[src/rtl/wbm_pkg.sv]
`timescale 1ns/1ps
package wbm_pkg;
  typedef enum logic [1:0] {
    RSP_NONE = 2'd0,
    RSP_ACK  = 2'd1,
    RSP_ERR  = 2'd2
  } rsp_e;
endpackage

[src/rtl/wbm_stall_gen.sv]
`timescale 1ns/1ps
module wbm_stall_gen #(
  parameter int unsigned            PAT_W     = 8,
  parameter logic [PAT_W-1:0]       STALL_PAT = '0,
  parameter int unsigned            MAX_STALL = 4
) (
  input  logic clk_i,
  input  logic rst_ni,
  input  logic cyc_i,
  input  logic stb_i,
  output logic stall_o
);
  localparam int unsigned PTR_W = (PAT_W > 1) ? $clog2(PAT_W) : 1;
  localparam int unsigned RUN_W = $clog2(MAX_STALL + 1);
  localparam logic [PTR_W-1:0] PTR_LAST = PTR_W'(PAT_W - 1);
  localparam logic [RUN_W-1:0] RUN_CAP  = RUN_W'(MAX_STALL - 1);

  logic [PTR_W-1:0] ptr_q;
  logic [RUN_W-1:0] run_q;

  always_ff @(posedge clk_i or negedge rst_ni) begin
    if (!rst_ni) ptr_q <= '0;
    else         ptr_q <= (ptr_q == PTR_LAST) ? '0 : ptr_q + 1'b1;
  end

  // consecutive cycles a presented request was held off
  always_ff @(posedge clk_i or negedge rst_ni) begin
    if (!rst_ni)                        run_q <= '0;
    else if (cyc_i && stb_i && stall_o) run_q <= run_q + 1'b1;
    else                                run_q <= '0;
  end

  assign stall_o = STALL_PAT[ptr_q] && (run_q < RUN_CAP);

  a_r5_run_bounded: assert property (@(posedge clk_i) disable iff (!rst_ni)
    run_q < RUN_W'(MAX_STALL));
endmodule

[src/rtl/wbm_store.sv]
`timescale 1ns/1ps
module wbm_store #(
  parameter int unsigned DW    = 32,
  parameter int unsigned AW    = 8,
  parameter int unsigned DEPTH = 32
) (
  input  logic            clk_i,
  input  logic            rst_ni,
  input  logic            wr_i,
  input  logic [AW-1:0]   addr_i,
  input  logic [DW-1:0]   wdata_i,
  input  logic [DW/8-1:0] sel_i,
  output logic            hit_o,
  output logic [DW-1:0]   rdata_o
);
  localparam int unsigned NB    = DW / 8;
  localparam int unsigned IDX_W = (DEPTH > 1) ? $clog2(DEPTH) : 1;
  localparam logic [AW:0] LIMIT = (AW+1)'(DEPTH);

  logic [DW-1:0]    mem_q [DEPTH];
  logic [DW-1:0]    merged;
  logic [IDX_W-1:0] idx;

  assign idx     = addr_i[IDX_W-1:0];
  assign hit_o   = {1'b0, addr_i} < LIMIT;
  assign rdata_o = mem_q[idx];

  for (genvar b = 0; b < NB; b++) begin : g_byte
    assign merged[8*b +: 8] = sel_i[b] ? wdata_i[8*b +: 8] : rdata_o[8*b +: 8];
  end

  always_ff @(posedge clk_i or negedge rst_ni) begin
    if (!rst_ni) begin
      for (int i = 0; i < DEPTH; i++) mem_q[i] <= '0;
    end else if (wr_i && hit_o) begin
      mem_q[idx] <= merged;
    end
  end

  a_r8_no_stray_write: assert property (@(posedge clk_i) disable iff (!rst_ni)
    (wr_i && !hit_o) |=> $stable(rdata_o) || !$stable(addr_i));
endmodule

[src/rtl/wbm_resp.sv]
`timescale 1ns/1ps
module wbm_resp
  import wbm_pkg::*;
#(
  parameter int unsigned DW        = 32,
  parameter bit          MIN_DELAY = 1'b1,
  parameter int unsigned OUT_W     = 2
) (
  input  logic             clk_i,
  input  logic             rst_ni,
  input  logic             cyc_i,
  input  logic             acc_i,
  input  logic             we_i,
  input  logic             hit_i,
  input  logic [DW-1:0]    rdata_i,
  output logic             ack_o,
  output logic             err_o,
  output logic [DW-1:0]    data_o,
  output logic [OUT_W-1:0] out_cnt_o
);
  logic resp;
  assign resp = ack_o || err_o;

  // accepted minus answered, cleared with the bus cycle
  always_ff @(posedge clk_i or negedge rst_ni) begin
    if (!rst_ni)     out_cnt_o <= '0;
    else if (!cyc_i) out_cnt_o <= '0;
    else             out_cnt_o <= out_cnt_o + OUT_W'(acc_i) - OUT_W'(resp);
  end

  if (MIN_DELAY) begin : g_reg
    rsp_e          kind_q;
    logic [DW-1:0] rd_q;

    always_ff @(posedge clk_i or negedge rst_ni) begin
      if (!rst_ni) begin
        kind_q <= RSP_NONE;
        rd_q   <= '0;
      end else begin
        kind_q <= !acc_i ? RSP_NONE : (hit_i ? RSP_ACK : RSP_ERR);
        rd_q   <= (acc_i && hit_i && !we_i) ? rdata_i : '0;
      end
    end

    // late response is dropped if the master has left the cycle
    assign ack_o  = cyc_i && (kind_q == RSP_ACK);
    assign err_o  = cyc_i && (kind_q == RSP_ERR);
    assign data_o = ack_o ? rd_q : '0;

    a_r4_one_clock: assert property (@(posedge clk_i) disable iff (!rst_ni)
      acc_i |=> (ack_o || err_o || !cyc_i));
    a_r3_needs_pending: assert property (@(posedge clk_i) disable iff (!rst_ni)
      (ack_o || err_o) |-> (out_cnt_o != '0));
    a_r9_single_pending: assert property (@(posedge clk_i) disable iff (!rst_ni)
      out_cnt_o <= OUT_W'(1));
  end else begin : g_comb
    assign ack_o  = acc_i && hit_i;
    assign err_o  = acc_i && !hit_i;
    assign data_o = (ack_o && !we_i) ? rdata_i : '0;

    a_r9_nothing_pending: assert property (@(posedge clk_i) disable iff (!rst_ni)
      out_cnt_o == '0);
  end
endmodule

[src/rtl/wb_pipe_mem.sv]
`timescale 1ns/1ps
module wb_pipe_mem #(
  parameter int unsigned      DW        = 32,
  parameter int unsigned      AW        = 8,
  parameter int unsigned      DEPTH     = 32,
  parameter bit               MIN_DELAY = 1'b1,
  parameter int unsigned      PAT_W     = 8,
  parameter logic [PAT_W-1:0] STALL_PAT = '0,
  parameter int unsigned      MAX_STALL = 4
) (
  input  logic            clk_i,
  input  logic            rst_ni,
  input  logic            cyc_i,
  input  logic            stb_i,
  input  logic            we_i,
  input  logic [AW-1:0]   addr_i,
  input  logic [DW-1:0]   data_i,
  input  logic [DW/8-1:0] sel_i,
  output logic            stall_o,
  output logic            ack_o,
  output logic            err_o,
  output logic [DW-1:0]   data_o
);
  localparam int unsigned OUT_W = 2;
  localparam int unsigned CHK_W = $clog2(MAX_STALL + 1);

  logic             acc;
  logic             hit;
  logic [DW-1:0]    rdata;
  logic [OUT_W-1:0] out_cnt;

  assign acc = cyc_i && stb_i && !stall_o;

  wbm_stall_gen #(
    .PAT_W(PAT_W), .STALL_PAT(STALL_PAT), .MAX_STALL(MAX_STALL)
  ) u_stall (
    .clk_i(clk_i), .rst_ni(rst_ni), .cyc_i(cyc_i), .stb_i(stb_i), .stall_o(stall_o)
  );

  wbm_store #(.DW(DW), .AW(AW), .DEPTH(DEPTH)) u_store (
    .clk_i(clk_i), .rst_ni(rst_ni), .wr_i(acc && we_i), .addr_i(addr_i),
    .wdata_i(data_i), .sel_i(sel_i), .hit_o(hit), .rdata_o(rdata)
  );

  wbm_resp #(.DW(DW), .MIN_DELAY(MIN_DELAY), .OUT_W(OUT_W)) u_resp (
    .clk_i(clk_i), .rst_ni(rst_ni), .cyc_i(cyc_i), .acc_i(acc), .we_i(we_i),
    .hit_i(hit), .rdata_i(rdata), .ack_o(ack_o), .err_o(err_o),
    .data_o(data_o), .out_cnt_o(out_cnt)
  );

  // independent watch on how long a presented request is held off
  logic [CHK_W-1:0] held_q;
  always_ff @(posedge clk_i or negedge rst_ni) begin
    if (!rst_ni)                        held_q <= '0;
    else if (cyc_i && stb_i && stall_o) held_q <= held_q + 1'b1;
    else                                held_q <= '0;
  end

  a_r1_ack_err_excl: assert property (@(posedge clk_i) disable iff (!rst_ni)
    !(ack_o && err_o));
  a_r2_quiet_no_cyc: assert property (@(posedge clk_i) disable iff (!rst_ni)
    !cyc_i |-> (!ack_o && !err_o));
  a_r3_no_orphan: assert property (@(posedge clk_i) disable iff (!rst_ni)
    (ack_o || err_o) |-> (out_cnt != '0) || (!MIN_DELAY && acc));
  a_r5_stall_cap: assert property (@(posedge clk_i) disable iff (!rst_ni)
    (cyc_i && stb_i && stall_o) |-> (held_q < CHK_W'(MAX_STALL - 1)));
  a_r7_data_quiet: assert property (@(posedge clk_i) disable iff (!rst_ni)
    !ack_o |-> (data_o == '0));
endmodule

[config.mk]
export PLATFORM = sky130hd
export DESIGN_NAME = wb_pipe_mem
export DESIGN_NICKNAME = d
export VERILOG_FILES = /design/src/rtl/wbm_pkg.sv /design/src/rtl/wbm_stall_gen.sv /design/src/rtl/wbm_store.sv /design/src/rtl/wbm_resp.sv /design/src/rtl/wb_pipe_mem.sv
export SDC_FILE = /design/constraint.sdc
export NUM_CORES = 2
export LEC_CHECK = 0
export BUFFER_PORTS_ARGS = -buffer_cell sky130_fd_sc_hd__buf_2
export CORE_ASPECT_RATIO = 1.25
export CORE_MARGIN = 2
export CORE_UTILIZATION = 60
export DETAILED_ROUTE_END_ITERATION = 10
export GPL_ROUTABILITY_DRIVEN = 0
export PLACE_DENSITY = 0.85
export SKIP_CTS_REPAIR_TIMING = 1
export SLEW_MARGIN = 20
export SYNTH_ARGS = -nofsm -noshare
export SYNTH_HDL_FRONTEND = slang
export SYNTH_SLANG_ARGS = --single-unit
[constraint.sdc]
create_clock -name clk_i -period 2.1 [get_ports clk_i]
set_clock_uncertainty 0.15 [all_clocks]
set_input_delay 0.21 -clock clk_i [delete_from_list [all_inputs] [get_ports clk_i]]
set_output_delay 0.21 -clock clk_i [all_outputs]
set_load 0.05 [all_outputs]
==> out/metrics.yaml <==
power_and_ir_drop:
  leakagePower_nw: 28.6
  vdd_drop_max_mv: 0.782
  p_per_area_nw_per_um2: 711
setup_path:
  start_kind: "flop"
  criticalPathCategory: "reg2out"
  cp-end-kind: "primary output"
  cp_max_fo: 33
  arrival_ns: 1.90
  slowest_delay_ns: 0.37
  path_cells: "nand2_1 -> nor2_4 -> buf_12 -> and2_1 -> buf_6"
  crit_slowest_cell: "dfrtp_1"
  worstPathRequired_ns: 1.74
clock_network:
  cts.clk_slew.worst_paths_ns: 0.07
  cts_tree: "yes"
  cts_buffers: 98
  insertion_delay_ns: 0.69
  cts_max_path_buffers: 3
  clock_sinks: 1058
  htreeDepth: 3
  clock_tree.root_cell: "clkbuf_16"
global_route:
  grt_max_degree: 80
  grt_pass1_vias: 34300
  antenna_found_initial: 5
  grtUsageTotal_pct: 34.4
  grt_pass1_wl_um: 216000
  grt-ovfl-total: 0
worst_hold_path:
  hp-class: "in2reg"
sta:
  slew_violations: 0
  tns_ns: -10.60
  hold_ws_ns: -0.0122
  rsz0062_at_grt: "true"
  fin_crit_sh_pct: 107
  period_minus_slack_ns: 2.26
  timing.fmax_mhz: 443
  hold_viol_final: 2
  maxSlewHeadroom_pct: 52.4
  tightest_slew_ns: 0.712
  finalWorstSetupSlack_ns: -0.157
  finalSetupViolations: 260
floorplan:
  dieArea_um2: 84500
  pin_count: 84
  initial_core_util_pct: 60.6
  dieWidth_um: 260
  die_h_um: 325
  rows: 117
  core_um2: 81400
finish:
  multi_input_comb_area_um2: 21500
  filler_cell_count: 4809
  instances_no_fill: 4868
  nets: 3764
  stdcell_area_um2: 58800
  drive_above_1_share_pct: 48.7
  syn2layout_area_growth_pct: 19.2
  regArea_um2: 26500
synthesis:
  synth_top_area_share_pct: 53.7
  synth_area_um2: 49300
  yosysWarnings: 0
  synth-seq-cells: 1058
  synth_flop_cell: "dfrtp_1"
  synthCells: 3452
  synth_area_leader_cell: "dfrtp_1"
  synth_edf_count: 0
  syn-num-nets: 3501
  syn_avg_cell_area_um2: 14.3
  ys_types: 41
  yosys-top-cells-area: "dfrtp_1 (54%), mux2_2 (23%), mux2i_1 (10%)"
  ys_seq_area_share_pct: 53.7
  async_flop_share_pct: 100
flow_run:
  max_cap_violations: 0
routing:
  drt_iter0_markers: 2996
  wl_met2_um: 68700
  antenna_left: 0
  routed-wl-met3_um: 11100
  avgRoutedWirePerCell_um: 29.8
  routed.top_layer: "met5"
  wirelength_met1_um: 56000
  dr_total_vias: 32200
  post-route-drc-count: 0
  wl_um: 145000
  drt-pass1-iter-count: 7
  vias_per_cell: 6.61
outcome:
  status: "finished with violations"
  violations: "negative hold slack, negative setup slack"
placement:
  placed_area_um2: 55000
  place_inst: 4674
  port_buffers: 82
  hpwl_um: 89700
[cell usage after synthesis (all sizes together), types with 4 or more instances]
library cell  count
nor3             17
buf             266
inv               5
dfrtp          1058
mux2           1024
nand2             5
clkbuf           66
nand3             4
nand4b            5
and2             32
nor4             64
a21oi            32
o22ai           256
nor2             49
nand4bb           6
or4b              4
mux2i           512
a31oi            32
[power by group]
group	switching, mW	total [mW]	leakage, nW	internal (mW)
registers	0.136	20.7	14.8	20.6
logic	1.66	2.76	12.3	1.10
clock network	7.93	18.3	1.60	10.3
[worst paths after layout]
| path | startpoint | to | slack [ns] | cells past startpoint |
|---|---|---|---|---|
| setup / recovery | u_resp.g_reg.kind_q[0] | data_o[8] | -0.16 | 5 |
| hold / removal | data_i[17] | u_store.mem_q[913] | -0.01 | 5 |
| setup reg to reg | u_store.mem_q[65] | u_store.mem_q[33] | -0.08 | 7 |
| hold reg to reg | u_store.mem_q[253] | u_store.mem_q[253] | 0.36 | 1 |
| max in group asynchronous | rst_ni | u_store.mem_q[356] | 1.10 | 4 |
| min in group asynchronous | rst_ni | u_store.mem_q[217] | 0.13 | 3 |
[layout by cell type, fill, tap and decap left out, types with 32 or more instances in the layout]
cell type	Yosys	routed
clkbuf_16	0	100
o22ai_1	238	232
buf_12	0	191
nor2_1	49	35
mux2i_1	512	503
buf_4	25	213
buf_2	184	48
a21oi_1	32	32
dfrtp_1	1058	1058
nor4_2	62	33
mux2_2	1009	1004
and2_1	32	32
buf_6	54	34
[critical path: cells and delay by family (launching register included)]
kind / cells / cell delay, ns
buffers and inverters: 2 / 0.40
flip-flops: 1 / 0.37
AND/OR/NAND/NOR: 3 / 0.42
[flip-flops by register name, indices dropped and copies added (netlist names)]
signal / count
u_resp.g_reg.kind_q: 2
u_resp.g_reg.rd_q: 32
u_store.mem_q: 1024
[metrics by stage]
| stage | power (mW) | worst slack (ns) | util [%] | hold WS, ns |
|---|---|---|---|---|
| 2_1_floorplan | 22.5 | -0.0994 | - | -0.236 |
| 3_3_place_gp | 23.7 | -0.577 | 67.6 | 0.0131 |
| 3_5_place_dp | 23.8 | -0.623 | 67.6 | 0.0159 |
| 4_1_cts | 41.8 | -0.248 | 71.6 | -0.690 |
| 5_1_grt | 42.9 | -0.193 | 72.2 | 0.0197 |
| 6_report | 41.8 | -0.157 | 72.2 | -0.0122 |
[metal layers]
metal	vias to the layer above	global-route usage, %
met5	-	0
met4	6	19.9
met3	588	7.61
met2	1632	54.0
met1	16800	43.9
li1	13200	-
[kinds of logic (layout without fill, tap and decap cells)]
group / count (synthesis) / after routing / synth area share, %
AO/OA/AOI/OAI: 320 / 320 / 5.19
other: 1 / 3 / 0.00761
AND/OR/NAND/NOR: 200 / 200 / 3.27
multiplexers: 1536 / 1536 / 33.8
flip-flops: 1058 / 1058 / 53.7
buffers and inverters: 337 / 680 / 4.05
[final cells by class]
class	count	share of cell area, %
Clock inverter	36	0.741
Inverter	5	0.0319
Clock buffer	144	4.81
Antenna cell	2	0.00851
Timing Repair Buffer	495	10.5
Tap cell	1071	2.28
Multi-Input combinational cell	2057	36.6
Sequential cell	1058	45.0
Power figures use the tool's default switching activity.
